## config.mk

```make
export PLATFORM = sky130hd
export DESIGN_NAME = svr_rx_gate
export DESIGN_NICKNAME = d
export VERILOG_FILES = /design/src/rtl/svr_pkg.sv /design/src/rtl/svr_tick_gen.sv /design/src/rtl/svr_bit_sync.sv /design/src/rtl/svr_vec_match.sv /design/src/rtl/svr_rx_gate.sv
export SDC_FILE = /design/constraint.sdc
export NUM_CORES = 1
export LEC_CHECK = 0
export BUFFER_PORTS_ARGS = -buffer_cell sky130_fd_sc_hd__buf_2
export CAP_MARGIN = 15
export CORE_MARGIN = 1
export CORE_UTILIZATION = 63
export CTS_CLUSTER_SIZE = 40
export DETAILED_ROUTE_END_ITERATION = 12
export PLACE_DENSITY = 0.81
export RECOVER_POWER = 100
export SLEW_MARGIN = 30
export SYNTH_ARGS = -nofsm -noshare
export SYNTH_HDL_FRONTEND = slang
export SYNTH_SLANG_ARGS = --single-unit
```

## constraint.sdc

```tcl
create_clock -name clk_i -period 3.2 [get_ports clk_i]
set_clock_uncertainty 0.2 [all_clocks]
set_input_delay 0.64 -clock clk_i [delete_from_list [all_inputs] [get_ports clk_i]]
set_output_delay 0.64 -clock clk_i [all_outputs]
set_load 0.005 [all_outputs]
```

## src/rtl/svr_pkg.sv

```systemverilog
package svr_pkg;

   typedef enum logic {
      RATE_FAST = 1'b0,
      RATE_SLOW = 1'b1
   } rate_e;

   function automatic int tick_div(input int clk_hz, input int bps, input int ovs);
      return clk_hz / (bps * ovs);
   endfunction

   function automatic int imax(input int a, input int b);
      return (a > b) ? a : b;
   endfunction

endpackage

```

## src/rtl/svr_tick_gen.sv

```systemverilog
module svr_tick_gen
   import svr_pkg::*;
#(
   parameter int FAST_DIV = 4,
   parameter int SLOW_DIV = 16
)(
   input  logic  clk_i,
   input  logic  rst_i,
   input  rate_e rate_i,
   output logic  tick_o
);
   localparam int MAX_DIV = imax(FAST_DIV, SLOW_DIV);
   localparam int CNT_W   = (MAX_DIV > 1) ? $clog2(MAX_DIV) : 1;

   logic [CNT_W-1:0] cnt_q;
   logic [CNT_W-1:0] reload;

   assign reload = (rate_i == RATE_SLOW) ? CNT_W'(SLOW_DIV - 1) : CNT_W'(FAST_DIV - 1);

   always_ff @(posedge clk_i) begin
      if (rst_i)
         cnt_q <= '0;
      else if (cnt_q == '0)
         cnt_q <= reload;
      else
         cnt_q <= cnt_q - 1'b1;
   end

   assign tick_o = (cnt_q == '0);

endmodule

```

## src/rtl/svr_bit_sync.sv

```systemverilog
module svr_bit_sync #(
   parameter int OVS         = 16,
   parameter int SYNC_STAGES = 2
)(
   input  logic clk_i,
   input  logic rst_i,
   input  logic tick_i,
   input  logic rx_i,
   output logic stb_o,
   output logic val_o
);
   localparam int PH_W = $clog2(OVS);
   localparam int HALF = OVS / 2;

   logic [SYNC_STAGES-1:0] sync_q;
   logic                   line_d;
   logic                   prev_q;
   logic [PH_W-1:0]        phase_q;
   logic [PH_W-1:0]        phase_nx;

   assign line_d   = sync_q[SYNC_STAGES-1];
   // any transition pulls the phase back to the bit boundary
   assign phase_nx = (line_d != prev_q) ? '0 : phase_q + 1'b1;

   always_ff @(posedge clk_i) begin
      if (rst_i) begin
         sync_q  <= '0;
         prev_q  <= 1'b0;
         phase_q <= '0;
         stb_o   <= 1'b0;
         val_o   <= 1'b0;
      end else begin
         sync_q <= {sync_q[SYNC_STAGES-2:0], rx_i};
         stb_o  <= 1'b0;
         if (tick_i) begin
            prev_q  <= line_d;
            phase_q <= phase_nx;
            stb_o   <= (phase_nx == PH_W'(HALF));
            val_o   <= line_d;
         end
      end
   end

endmodule

```

## src/rtl/svr_vec_match.sv

```systemverilog
module svr_vec_match #(
   parameter int               VEC_W     = 16,
   parameter logic [VEC_W-1:0] START_VEC = 16'hE2E2
)(
   input  logic clk_i,
   input  logic rst_i,
   input  logic en_i,
   input  logic stb_i,
   input  logic val_i,
   output logic locked_o,
   output logic data_stb_o,
   output logic data_val_o
);
   logic [VEC_W-1:0] hist_q;
   logic [VEC_W-1:0] hist_nx;

   assign hist_nx = {hist_q[VEC_W-2:0], val_i};

   always_ff @(posedge clk_i) begin
      if (rst_i || !en_i) begin
         hist_q   <= '0;
         locked_o <= 1'b0;
      end else if (stb_i) begin
         hist_q <= hist_nx;
         if (hist_nx == START_VEC)
            locked_o <= 1'b1;
      end
   end

   // the strobe that completes the match is not forwarded
   assign data_stb_o = stb_i && locked_o && en_i;
   assign data_val_o = val_i;

endmodule

```

## src/rtl/svr_rx_gate.sv

```systemverilog
module svr_rx_gate
   import svr_pkg::*;
#(
   parameter int               SYS_CLK_HZ  = 200_000_000,
   parameter int               FAST_BPS    = 19_200,
   parameter int               SLOW_BPS    = 4_800,
   parameter int               OVS         = 16,
   parameter int               SYNC_STAGES = 2,
   parameter int               VEC_W       = 16,
   parameter logic [VEC_W-1:0] START_VEC   = 16'hE2E2
)(
   input  logic clk_i,
   input  logic rst_i,
   input  logic rx_bit_i,
   input  logic arm_en_i,
   input  logic rate_slow_i,
   output logic rx_clk_o,
   output logic rx_dat_o
);
   localparam int FAST_DIV   = tick_div(SYS_CLK_HZ, FAST_BPS, OVS);
   localparam int SLOW_DIV   = tick_div(SYS_CLK_HZ, SLOW_BPS, OVS);
   localparam int HALF       = OVS / 2;
   localparam int PH_W       = $clog2(OVS);
   localparam int HI_MAX_CYC = HALF * imax(FAST_DIV, SLOW_DIV) + 2;

   generate
      if (FAST_DIV < 1 || SLOW_DIV < 1) begin : g_bad_div
         $error("system clock too slow for the requested bit rates");
      end
      if (OVS < 4 || (OVS & (OVS - 1)) != 0) begin : g_bad_ovs
         $error("OVS must be a power of two of at least 4");
      end
      if (SYNC_STAGES < 2) begin : g_bad_sync
         $error("SYNC_STAGES must be at least 2");
      end
      if (VEC_W < 2) begin : g_bad_vec
         $error("VEC_W must be at least 2");
      end
   endgenerate

   rate_e           rate_q;
   logic            tick;
   logic            bit_stb;
   logic            bit_val;
   logic            vec_locked;
   logic            data_stb;
   logic            data_val;
   logic [PH_W-1:0] hi_cnt_q;

   // rate follows the input only while no clock is being emitted
   always_ff @(posedge clk_i) begin
      if (rst_i)
         rate_q <= RATE_FAST;
      else if (!vec_locked)
         rate_q <= rate_e'(rate_slow_i);
   end

   svr_tick_gen #(
      .FAST_DIV (FAST_DIV),
      .SLOW_DIV (SLOW_DIV)
   ) u_tick (
      .clk_i  (clk_i),
      .rst_i  (rst_i),
      .rate_i (rate_q),
      .tick_o (tick)
   );

   svr_bit_sync #(
      .OVS         (OVS),
      .SYNC_STAGES (SYNC_STAGES)
   ) u_sync (
      .clk_i  (clk_i),
      .rst_i  (rst_i),
      .tick_i (tick),
      .rx_i   (rx_bit_i),
      .stb_o  (bit_stb),
      .val_o  (bit_val)
   );

   svr_vec_match #(
      .VEC_W     (VEC_W),
      .START_VEC (START_VEC)
   ) u_match (
      .clk_i      (clk_i),
      .rst_i      (rst_i),
      .en_i       (arm_en_i),
      .stb_i      (bit_stb),
      .val_i      (bit_val),
      .locked_o   (vec_locked),
      .data_stb_o (data_stb),
      .data_val_o (data_val)
   );

   always_ff @(posedge clk_i) begin
      if (rst_i || !arm_en_i) begin
         rx_clk_o <= 1'b0;
         rx_dat_o <= 1'b0;
         hi_cnt_q <= '0;
      end else if (data_stb) begin
         rx_clk_o <= 1'b1;
         rx_dat_o <= data_val;
         hi_cnt_q <= '0;
      end else if (rx_clk_o && tick) begin
         if (hi_cnt_q == PH_W'(HALF - 1))
            rx_clk_o <= 1'b0;
         hi_cnt_q <= hi_cnt_q + 1'b1;
      end
   end

endmodule

```

==> metrics.sh, run 1 <==
OUTCOME='completed'
LAYOUT-DRIVE-GT1-SHARE=0.0796
FINAL_UTIL=0.699
YOSYSSEQAREASHARE=0.473
CRIT_BUF_INV=1
FINALSETUPVIOLCOUNT=0
TIGHTESTPINTRANSITION_NS=0.796
CHIP_WIDTH_UM=55.8
CTS_TREE='done'
DPL-INSTANCE-AREA_UM2=1870
PLACEMENTROWS=19
CRIT_PATH_END_KIND='register'
GLOBALROUTE.TOTALOVERFLOW=0
FLOORPLAN.INITIALDENSITY=0.661
WORST_HOLD_CLASS='reg -> reg'
NUM_IO_PINS=7
CRIT_TYPE='reg -> reg'
SYNTH-EDFF-COUNT=0
TNS_NS=0
SETUP.WORST_PATH.START_CLASS='register'
CTS_POST_SETUP_BUFFERS_INSERTED=0
HTREE_LEVELS=2
FINALMAXSLEWVIOLATIONS=0
TIMING.FINAL.CRIT_SHARE=0.750
CRITPATHMAXFANOUT=14
ANTENNA_FOUND_INITIAL=0
DRT_ITER0_MARKERS=40
NUMBER_OF_SYNTHESIZED_REGISTER_BITS=43
DIE-HEIGHT_UM=55.8
PLACE.PORT_BUFFERS=6
RSZ0062_AT_GRT='no'
CLOCK_SINKS=43
CRIT_FAMILY='simple AND/OR/NAND/NOR gates'
PLACE.GP.CONGESTION=0.750
WORST-PATH-STAGES=6
MAX-CAP-VIOLATIONS=0
FINAL_NET_COUNT=209
WORST_PATH_MAX_DELAY_CELL='sky130_fd_sc_hd__o21ai_0'
POST_SYNTH_NUM_CELL_TYPES=37
DIODES=0
TRACK_USAGE=0.239
FP.COREAREA_UM2=2760
AREA_GROWTH_PCT=5.84
WORST_EP_REQUIRED_TIME_NS=3.23
CLK-INSERTION-DELAY-LATE_NS=0.35
POSTLAYOUTCELLAREA_UM2=1930
SYN_NETS=202
WIRE_LENGTH_OF_THE_FIRST_GLOBAL_ROUTING_PASS_MM=5.79
MAXIMUM_NUMBER_OF_PINS_ON_ONE_NET_BEFORE_GLOBAL_ROUTE_REPAIR=20
HOLD_VIOL=0
CTSHOLDBUFFERS=0
PEAKVDDDROP_mV=0.695
POST_SYNTH.CELL_AREA_AVG_UM2=9.44
WARNINGS_SYNTHESIS=0
DPL_WORST_SLACK_NS=0.966
DIEAREA_UM2=3110
CP_SLOWEST_STAGE_DELAY_NS=0.59
FF2FF_PATH_DEPTH=6
SYNTH.CELL_AREA_UM2=1820
POSTCTSRESIZEDCELLS=0
LAYOUT_MIN_CYCLE_TIME_NS=2.40
NUM_VIAS=1397
DETAIL_ROUTE.FIRST_PASS.ITERATIONS=4
CTS.ROOT.BUFFER_CELL='sky130_fd_sc_hd__clkbuf_4'
CTS_BUFFER_DEPTH=2
MAXCLOCKFREQUENCY_GHz=0.417
ROUTE.DETAILED.VIAS_PER_INST=6.02
GRT_PASS1_VIAS=1359
YS_ASYNC_SR_FRACTION=0
ROUTEDWLPERCELL_UM=14.4
MAX-SLEW-MARGIN-REL=0.469
SYNTHESIS.INSTANCES=193
POWER.DENSITY_CELL_AREA_nW_PER_UM2=718
POSTROUTEWIRELENGTH_MM=3.35
DOMINANTREGCELLSYNTH='sky130_fd_sc_hd__dfxtp_1'
DP_HPWL_MM=2.40
CTS_INSERTED_BUFFERS=5
WORSTHOLDPATHCELLS=2
TOTALPOWERFINAL_uW=1380
WORST_SETUP_HOLD_PATH_CLK_SLEW_NS=0.12
FINALWORSTSETUPSLACK_NS=0.800
WORSTPATHARRIVAL_NS=2.43
CP_CELL_SEQUENCE='inv_1 > ha_1 > nor2b_1 > nand4_1 > o21ai_0 > a21oi_1'
DRTANTENNAVIOLNETS=0
CELLLEAKAGEPOWER_uW=0.000661
DRT_DRC_VIOLATIONS_LEFT=0
## worst paths after layout
| path | to | slack [ns] | start |
|---|---|---|---|
| worst max-delay path | u_tick.cnt_q[5]$_SDFF_PP0_ | 0.80 | u_tick.cnt_q[0]$_SDFF_PP0_ |
| worst min-delay path | rx_dat_o$_SDFFE_PP0P_ | 0.28 | rx_dat_o$_SDFFE_PP0P_ |
| worst max register to register | u_tick.cnt_q[5]$_SDFF_PP0_ | 0.80 | u_tick.cnt_q[0]$_SDFF_PP0_ |
| worst min register to register | rx_dat_o$_SDFFE_PP0P_ | 0.28 | rx_dat_o$_SDFFE_PP0P_ |
## metrics by stage
stage | hold WS (ns) | cells
2_1_floorplan | 0.214 | 193
3_3_place_gp | 0.229 | 224
3_5_place_dp | 0.243 | 224
4_1_cts | 0.272 | 232
5_1_grt | 0.276 | 232
6_report | 0.280 | 232
## report_power, final
| group | switching [uW] | leakage, uW | total (uW) | internal (uW) |
|---|---|---|---|---|
| registers | 83.6 | 0.000350 | 686 | 602 |
| logic | 239 | 0.000273 | 407 | 168 |
| clock network | 162 | 0.0000386 | 292 | 129 |
## sequential cells by signal, indices dropped and copies added (netlist names)
| name | count |
|---|---|
| hi_cnt_q | 4 |
| u_tick.cnt_q | 12 |
| u_match.locked_o | 1 |
| u_sync.prev_q | 1 |
| rx_dat_o | 1 |
| rx_clk_o | 1 |
| rate_q | 1 |
| u_sync.phase_q | 4 |
| u_sync.stb_o | 1 |
| u_match.hist_q | 15 |
| u_sync.sync_q | 2 |
## routing by layer
layer  vias to the layer above  global-route usage  share of wire  routed length, um
li1                        690                   -              -                  -
met1                       680               0.269           0.43               1450
met2                        20               0.415           0.51               1720
met3                         7              0.0674          0.037                124
met4                         0               0.114          0.018                 61
met5                         -                   0              0                  0
## cells in the mapped netlist (3+ instances only)
master / count / area share
sky130_fd_sc_hd__dfxtp_1: 43 / 0.47
sky130_fd_sc_hd__nor2_1: 25 / 0.052
sky130_fd_sc_hd__a21oi_1: 18 / 0.049
sky130_fd_sc_hd__mux2i_1: 18 / 0.099
sky130_fd_sc_hd__nand2_1: 12 / 0.025
sky130_fd_sc_hd__nand3_1: 9 / 0.025
sky130_fd_sc_hd__inv_1: 7 / 0.014
sky130_fd_sc_hd__nor3_1: 5 / 0.014
sky130_fd_sc_hd__xor2_1: 5 / 0.024
sky130_fd_sc_hd__ha_1: 4 / 0.027
sky130_fd_sc_hd__o31ai_1: 4 / 0.016
sky130_fd_sc_hd__buf_2: 3 / 0.0082
sky130_fd_sc_hd__clkbuf_1: 3 / 0.0062
sky130_fd_sc_hd__nor2b_1: 3 / 0.010
sky130_fd_sc_hd__o21ai_1: 3 / 0.0082
sky130_fd_sc_hd__or3_1: 3 / 0.010
sky130_fd_sc_hd__xnor2_1: 3 / 0.014
## cells in the final DEF (no fill, tap or decap), types with 2 or more instances in the layout
| cell | count |
|---|---|
| sky130_fd_sc_hd__mux2i_1 | 18 |
| sky130_fd_sc_hd__or4b_1 | 2 |
| sky130_fd_sc_hd__o21ai_0 | 2 |
| sky130_fd_sc_hd__clkbuf_4 | 5 |
| sky130_fd_sc_hd__o21ai_1 | 2 |
| sky130_fd_sc_hd__a21oi_1 | 18 |
| sky130_fd_sc_hd__dfxtp_1 | 43 |
| sky130_fd_sc_hd__nor3_4 | 2 |
| sky130_fd_sc_hd__nand4_1 | 3 |
| sky130_fd_sc_hd__nor2_1 | 25 |
| sky130_fd_sc_hd__nand2_1 | 12 |
| sky130_fd_sc_hd__xor2_1 | 5 |
| sky130_fd_sc_hd__nand3b_1 | 2 |
| sky130_fd_sc_hd__xnor2_1 | 3 |
| sky130_fd_sc_hd__ha_1 | 4 |
| sky130_fd_sc_hd__nand3_1 | 9 |
| sky130_fd_sc_hd__buf_2 | 4 |
| sky130_fd_sc_hd__nor3_1 | 5 |
| sky130_fd_sc_hd__clkbuf_1 | 3 |
| sky130_fd_sc_hd__or3_1 | 3 |
| sky130_fd_sc_hd__clkbuf_8 | 2 |
| sky130_fd_sc_hd__inv_1 | 7 |
| sky130_fd_sc_hd__o32ai_1 | 2 |
| sky130_fd_sc_hd__o31ai_1 | 4 |
| sky130_fd_sc_hd__nor2b_1 | 3 |
## area by class of cell
type | instances | area (um^2)
Clock buffer | 8 | 68.8
Multi-Input combinational cell | 136 | 898
Inverter | 7 | 26.3
Timing Repair Buffer | 7 | 35.0
Sequential cell | 43 | 861
Fill cell | 223 | 830
Tap cell | 31 | 38.8
## kinds of logic (layout without fill, tap and decap cells)
| group | after synthesis | count (layout) | share of synthesized area |
|---|---|---|---|
| AO/OA/AOI/OAI | 30 | 30 | 0.0975 |
| XOR/XNOR | 8 | 8 | 0.0385 |
| adder cells (fa/ha/maj) | 4 | 4 | 0.0275 |
| buffers and inverters | 14 | 22 | 0.0309 |
| flip-flops | 43 | 43 | 0.473 |
| multiplexers | 18 | 18 | 0.0989 |
| AND/OR/NAND/NOR | 76 | 76 | 0.234 |
## tightest hold or removal path: stages, from the launching register on
cell and delay [ns]:
sky130_fd_sc_hd__dfxtp_1 0.33, sky130_fd_sc_hd__nand2_1 0.06, sky130_fd_sc_hd__a21oi_1 0.06
Note: power is estimated with default switching activity, not from simulation.
==> run 2, diff against run 1 <==
--- a/config.mk
+++ b/config.mk
@@ -5,13 +5,14 @@
 export SDC_FILE = /design/constraint.sdc
 export NUM_CORES = 1
 export LEC_CHECK = 0
+export ABC_AREA = 1
 export BUFFER_PORTS_ARGS = -buffer_cell sky130_fd_sc_hd__buf_2
 export CAP_MARGIN = 15
 export CORE_MARGIN = 1
-export CORE_UTILIZATION = 63
+export CORE_UTILIZATION = 54
 export CTS_CLUSTER_SIZE = 40
 export DETAILED_ROUTE_END_ITERATION = 12
-export PLACE_DENSITY = 0.81
+export PLACE_DENSITY = 0.74
 export RECOVER_POWER = 100
 export SLEW_MARGIN = 30
 export SYNTH_ARGS = -nofsm -noshare
==> constraint.sdc (replaced) <==
create_clock -name clk_i -period 2.2 [get_ports clk_i]
set_clock_uncertainty 0.2 [all_clocks]
set_input_delay 0.44 -clock clk_i [delete_from_list [all_inputs] [get_ports clk_i]]
set_output_delay 0.44 -clock clk_i [all_outputs]
set_load 0.005 [all_outputs]
==> run 2 against run 1 <==
  * Critical path depth increased by 4
  * Sequential share of layout area decreased by 2.4 points
  * Highest routed layer unchanged
  * Fmax increased by 35%
  * Largest power group unchanged
  * Count of clock-buffer cells in the layout decreased by 3
  * Total power increased by 70%
  * Critical endpoint is now u_tick.cnt_q[0]$_SDFF_PP0_
  * Via count increased by 11%
  * Wire length increased by 3.3%
==> metrics.sh, run 2 <==
SYNTHESIS.INSTANCES=250
TNS_NS=0
PEAKVDDDROP_mV=0.492
MOSTFREQUENTLAYOUTCELL='sky130_fd_sc_hd__nand2_1'
ANTENNA_FOUND_INITIAL=0
HOLD_VIOL=0
CRIT_PATH_END_KIND='register'
SYNTH.TOP_CELL.AREA_SHARE=0.443
CHIP_WIDTH_UM=62.0
GLOBALROUTE.TOTALOVERFLOW=0
DETAIL_ROUTE.FIRST_PASS.ITERATIONS=5
SYN_NETS=259
SYNTH.CELL_AREA_UM2=1940
COMBINATIONAL_FAMILY_WITH_THE_MOST_AREA_AFTER_SYNTHESIS='simple AND/OR/NAND/NOR gates'
HTREE_LEVELS=2
MAXCLOCKFREQUENCY_GHz=0.563
MAX-SLEW-MARGIN-REL=0.597
CRITPATHMAXFANOUT=6
CTS_INSERTED_BUFFERS=5
CTS.ROOT.BUFFER_CELL='sky130_fd_sc_hd__clkbuf_4'
FINAL_NET_COUNT=268
CRIT-REG2REG-LAUNCH='u_tick.cnt_q[0]$_SDFF_PP0_'
LARGEST_REGISTER='u_match.hist_q'
DRTANTENNAVIOLNETS=0
NUM_IO_PINS=7
LAYOUT_MIN_CYCLE_TIME_NS=1.78
SYNTH-EDFF-COUNT=0
POSTLAYOUTCELLAREA_UM2=2040
DOMINANTREGCELLSYNTH='sky130_fd_sc_hd__dfxtp_1'
SWITCHING_POWER_uW=996
CTS_TREE='done'
CTS_BUFFER_DEPTH=2
PLACE.GP.CONGESTION=0.845
PLACE_INST=298
CLOCK_SINKS=43
MAX_REG_FLOPS=15
DP_HPWL_MM=2.63
LAYOUT.FILLER_CELLS=332
FINALSETUPVIOLCOUNT=0
SIMPLE_GATE_SHARE_OF_THE_SYNTHESIZED_AREA=0.296
COMBPWRFRAC=0.410
TRACK_USAGE=0.207
FP.COREAREA_UM2=3390
P_SW_FRAC=0.423
MAXIMUM_NUMBER_OF_PINS_ON_ONE_NET_BEFORE_GLOBAL_ROUTE_REPAIR=17
YOSYSMOSTFREQUENTCELL='sky130_fd_sc_hd__nand2_1'
SYNTH_TOP_CELL_BY_AREA='sky130_fd_sc_hd__dfxtp_1'
DPL-INSTANCE-AREA_UM2=2010
CLOCKPOWERSHARE=0.161
YOSYS.AREA_SHARE.ADDER=0.0258
FIN_CELLS=306
FLOORPLAN.INITIALDENSITY=0.573
CTS_POST_SETUP_BUFFERS_INSERTED=0
WIRE_LENGTH_OF_THE_FIRST_GLOBAL_ROUTING_PASS_MM=5.69
WORST_SETUP_HOLD_PATH_CLK_SLEW_NS=0.12
MOSTFREQUENTLAYOUTCELLS='55 x sky130_fd_sc_hd__nand2_1, 43 x sky130_fd_sc_hd__dfxtp_1, 34 x sky130_fd_sc_hd__inv_1'
SYNTH_TOP_CELLS_BY_COUNT='52 x sky130_fd_sc_hd__nand2_1, 43 x sky130_fd_sc_hd__dfxtp_1, 34 x sky130_fd_sc_hd__inv_1'
NUMBER_OF_SYNTHESIZED_REGISTER_BITS=43
TOTALPOWERFINAL_uW=2350
TIGHTESTPINTRANSITION_NS=0.604
NUM_VIAS=1553
LARGEST_REGISTERS='u_match.hist_q (15), u_tick.cnt_q (12)'
MAX-CAP-VIOLATIONS=0
GRT_PASS1_VIAS=1373
ROUTE.DETAILED.VIAS_PER_INST=5.08
YOSYS.AREA_SHARE.XOR_XNOR=0.0180
AREA_GROWTH_PCT=4.90
PLACEMENTROWS=21
LAYOUT-DRIVE-GT1-SHARE=0.115
FINALMAXSLEWVIOLATIONS=0
POSTCTSRESIZEDCELLS=0
PLACE.PORT_BUFFERS=6
WORST_HOLD_CLASS='in -> reg'
P_INT_uW=1360
DRT_ITER0_MARKERS=105
RSZ0062_AT_GRT='no'
DIE-HEIGHT_UM=62.0
WARNINGS_SYNTHESIS=0
YS_ASYNC_SR_FRACTION=0
CTSHOLDBUFFERS=0
OUTCOME='completed'
SETUP.WORST_PATH.START_CLASS='register'
WORSTPATHARRIVAL_NS=1.87
TIMING.FINAL.CRIT_SHARE=0.808
POST_SYNTH.CELL_AREA_AVG_UM2=7.77
POWER.DENSITY_CELL_AREA_nW_PER_UM2=1160
SYNTH-COMPOUND-AREA-SHARE=0.134
CRIT_TYPE='reg -> reg'
CELLLEAKAGEPOWER_uW=0.000809
SYNTH.AREA.MUX_SHARE=0
ROUTEDWLPERCELL_UM=11.3
DRT_DRC_VIOLATIONS_LEFT=0
DIEAREA_UM2=3840
YOSYSSEQAREASHARE=0.443
SETUP.WORST_PATH.START='u_tick.cnt_q[0]$_SDFF_PP0_'
DIODES=0
WORST_EP_REQUIRED_TIME_NS=2.30
POSTROUTEWIRELENGTH_MM=3.46
HOLD_PATH_STARTPOINT='rx_bit_i'
POST_SYNTH_NUM_CELL_TYPES=31
CLK-INSERTION-DELAY-LATE_NS=0.37
SYNTHTOPCELLSBYAREA='sky130_fd_sc_hd__dfxtp_1 44%, sky130_fd_sc_hd__nand2_1 10%, sky130_fd_sc_hd__a21oi_1 7.2%'
POWER.SHARE.SEQUENTIAL=0.429
run 2: cell types whose count changed in the layout (fill, tap and decap cells not counted), sizes merged, moves of 10 or more:
cell / change
mux2i: -18
a21oi: +10
o21ai: +11
nand2: +43
inv: +29
run 2: kinds of logic (layout without fill, tap and decap cells):
group / after synthesis / count (layout)
AOI/OAI and AO/OA: 48 / 48
xor gates and xnor gates: 4 / 4
adders and majority gates: 4 / 4
buffers and inverters: 41 / 51
DFF: 43 / 43
and+or+nand+nor: 110 / 110
run 2: power by group through the flow:
stage               clock (uW)  combinational (uW)  sequential (uW)
finish                     379                 965             1010
global route               427                1100             1030
CTS                        399                1000             1010
detailed placement           0                 996             1030
global placement             0                 978             1020
floorplan                    0                 843             1000
run 2: per-layer routing:
layer	track usage	vias to the layer above	routed length (um)
li1	-	825	-
met1	0.245	705	1650
met2	0.345	16	1640
met3	0.0580	7	106
met4	0.0952	0	72
met5	0	-	0
run 2: final cells by class:
| cell class | count | area (um^2) | share of cell area |
|---|---|---|---|
| sequential | 43 | 861 | 0.423 |
| multi-input combinational | 166 | 892 | 0.438 |
| clock buffer | 5 | 37.5 | 0.0184 |
| tap | 46 | 57.6 | 0.0283 |
| clock inverter | 3 | 20.0 | 0.00983 |
| timing repair buffer | 7 | 31.3 | 0.0154 |
| inverter | 36 | 138 | 0.0676 |
run 2: critical path: stages (launching register included):
cell and delay, ns:
sky130_fd_sc_hd__dfxtp_1 0.33, sky130_fd_sc_hd__inv_1 0.10, sky130_fd_sc_hd__ha_1 0.16, sky130_fd_sc_hd__inv_1 0.06, sky130_fd_sc_hd__nor2_1 0.20, sky130_fd_sc_hd__nand3_4 0.13
sky130_fd_sc_hd__nor2_8 0.17, sky130_fd_sc_hd__inv_4 0.05, sky130_fd_sc_hd__nor2_1 0.15, sky130_fd_sc_hd__nand2_1 0.10, sky130_fd_sc_hd__o21ai_0 0.08
run 2: final timing paths:
path / cells after the start / slack, ns / to
setup / recovery: 10 / 0.42 / u_tick.cnt_q[0]$_SDFF_PP0_
hold / removal: 3 / 0.10 / u_sync.sync_q[0]$_SDFF_PP0_
setup reg to reg: 10 / 0.42 / u_tick.cnt_q[0]$_SDFF_PP0_
hold reg to reg: 2 / 0.23 / u_sync.sync_q[1]$_SDFF_PP0_
run 2: stage by stage:
stage               hold WS [ns]  worst slack, ns  utilization
floorplan                  0.188            0.659            -
global placement           0.206            0.543        0.594
detailed placement         0.213            0.502        0.594
CTS                       0.0789            0.489        0.611
global route              0.0872            0.252        0.601
finish                     0.100            0.423        0.601
==> run 3, diff against run 2 <==
==> constraint.sdc (replaced) <==
create_clock -name clk_i -period 1.55 [get_ports clk_i]
set_clock_uncertainty 0.2 [all_clocks]
set_input_delay 0.31 -clock clk_i [delete_from_list [all_inputs] [get_ports clk_i]]
set_output_delay 0.31 -clock clk_i [all_outputs]
set_load 0.005 [all_outputs]
==> run 3 against run 2 <==
  * The run now ends with setup timing left
  * Register-to-register slack lost 0.45 ns
  * Sequential power grew 45%
  * Count of clock-buffer cells in the layout grew 1
  * Sequential cell count is the same
  * Total power grew 61%
==> metrics.sh, run 3 (synthesis results as in run 2) <==
OUTCOME='finished with violations'
VIOLATIONS='setup timing'
FINAL_UTIL=0.652
MAXIMUM_NUMBER_OF_PINS_ON_ONE_NET_BEFORE_GLOBAL_ROUTE_REPAIR=15
MOSTFREQUENTLAYOUTCELL='sky130_fd_sc_hd__nand2_1'
CTS_INSERTED_BUFFERS=5
FIN_CELLS=315
CTS_TREE='done'
POSTLAYOUTCELLAREA_UM2=2210
MAXCLOCKFREQUENCY_GHz=0.635
POSTROUTEWIRELENGTH_MM=3.86
MAX-CAP-VIOLATIONS=0
CHIP_WIDTH_UM=62.0
CTS.ROOT.BUFFER_CELL='sky130_fd_sc_hd__clkbuf_4'
SETUP.WORST_PATH.START_CLASS='register'
FINALSETUPVIOLCOUNT=2
RSZ0062_AT_GRT='yes'
WORST_HOLD_CLASS='in -> reg'
CLOCK_SINKS=43
LAYOUT-DRIVE-GT1-SHARE=0.238
LAYOUT_MIN_CYCLE_TIME_NS=1.57
DIE-HEIGHT_UM=62.0
DRT_DRC_VIOLATIONS_LEFT=0
MOSTFREQUENTLAYOUTCELLS='51 x sky130_fd_sc_hd__nand2_1, 39 x sky130_fd_sc_hd__dfxtp_1, 31 x sky130_fd_sc_hd__inv_1'
CLK-INSERTION-DELAY-LATE_NS=0.35
TRACK_USAGE=0.218
WORST_SETUP_HOLD_PATH_CLK_SLEW_NS=0.12
CTS_BUFFER_DEPTH=2
TIGHTESTPINTRANSITION_NS=0.398
LARGEST_REGISTER='u_match.hist_q'
TIMING.FINAL.CRIT_SHARE=1.02
DRT_ITER0_MARKERS=125
CRIT_TYPE='reg -> reg'
FINALWORSTSETUPSLACK_NS=-0.0238
FINAL_NET_COUNT=278
DIEAREA_UM2=3840
HTREE_LEVELS=2
NUM_IO_PINS=7
DRTANTENNAVIOLNETS=0
AREA_GROWTH_PCT=13.9
GRT_PASS1_VIAS=1360
DIODES=0
ROUTEDWLPERCELL_UM=12.3
WORSTPATHARRIVAL_NS=1.62
PLACE.GP.CONGESTION=0.863
CELLLEAKAGEPOWER_uW=0.000890
TOTALPOWERFINAL_uW=3790
PLACEMENTROWS=21
FINALMAXSLEWVIOLATIONS=0
WORST_HOLD_MARGIN_NS=0.0267
FP.COREAREA_UM2=3390
LARGEST_REGISTERS='u_match.hist_q (15), u_tick.cnt_q (12)'
PLACE.PORT_BUFFERS=6
MAX-SLEW-MARGIN-REL=0.732
WIRE_LENGTH_OF_THE_FIRST_GLOBAL_ROUTING_PASS_MM=6.04
MAX_REG_FLOPS=15
FLOORPLAN.INITIALDENSITY=0.573
WORST_EP_REQUIRED_TIME_NS=1.60
PEAKVDDDROP_mV=0.981
ROUTE.DETAILED.VIAS_PER_INST=5.19
DP_HPWL_MM=2.70
NUM_VIAS=1636
DPL-INSTANCE-AREA_UM2=2070
POWER.DENSITY_CELL_AREA_nW_PER_UM2=1720
CRIT_PATH_END_KIND='register'
GLOBALROUTE.TOTALOVERFLOW=0
CRITPATHMAXFANOUT=5
ANTENNA_FOUND_INITIAL=0
PLACE_INST=306
HOLD_VIOL=0
DETAIL_ROUTE.FIRST_PASS.ITERATIONS=5
run 3: per-stage QoR:
stage	setup WS, ns	setup TNS [ns]
floorplan	0.00889	0
global placement	-0.0215	-0.0829
detailed placement	-0.0683	-0.573
CTS	-0.0295	-0.244
global route	-0.135	-1.34
finish	-0.0238	-0.0289
run 3: final timing paths:
| path | start | endpoint | slack [ns] | cells after the start |
|---|---|---|---|---|
| max | u_tick.cnt_q[0]$_SDFF_PP0_ | u_tick.cnt_q[10]$_SDFF_PP0_ | -0.02 | 6 |
| min | rate_slow_i | rate_q$_SDFFE_PP0N_ | 0.03 | 3 |
| max reg2reg | u_tick.cnt_q[0]$_SDFF_PP0_ | u_tick.cnt_q[10]$_SDFF_PP0_ | -0.02 | 6 |
| min reg2reg | u_sync.sync_q[0]$_SDFF_PP0_ | u_sync.sync_q[1]$_SDFF_PP0_ | 0.22 | 2 |
run 3: final cells by class:
| type | instances | area [um^2] |
|---|---|---|
| fill | 292 | 1180 |
| multi-input combinational | 166 | 982 |
| sequential | 43 | 866 |
| inverter | 36 | 140 |
| timing repair buffer | 17 | 109 |
| tap | 46 | 57.6 |
| clock buffer | 6 | 51.3 |
| clock inverter | 1 | 5.00 |
run 3: critical path: stages, from the launching register on:
cell                      delay, ns
sky130_fd_sc_hd__dfxtp_2       0.35
sky130_fd_sc_hd__inv_2         0.07
sky130_fd_sc_hd__buf_4         0.12
sky130_fd_sc_hd__ha_2          0.19
sky130_fd_sc_hd__nand2_2       0.10
sky130_fd_sc_hd__nor4_1        0.38
sky130_fd_sc_hd__nor3_2        0.07
run 3: per-layer routing:
layer,part of all wire,routed length (um),track usage,vias up
met1,0.47,1830,0.286,755
met4,0.013,49,0.0667,0
li1,-,-,-,847
met2,0.48,1850,0.348,29
met3,0.034,130,0.0621,5
met5,0,0,0,-
run 3: what timing repair did:
item                                    CTS  global route
hold buffers                              1             0
gates cloned                              0             0
endpoints found under the hold margin     1             0
pin swaps                                 7             9
buffers inserted                          1             0
endpoints found under the setup margin   18            23
resized for setup                        10            12
run 3: where the power goes:
group          internal (uW)  switching, uW  leakage, uW
Clock                    211            352    0.0000341
Sequential              1280            178     0.000351
Combinational            684           1090     0.000506
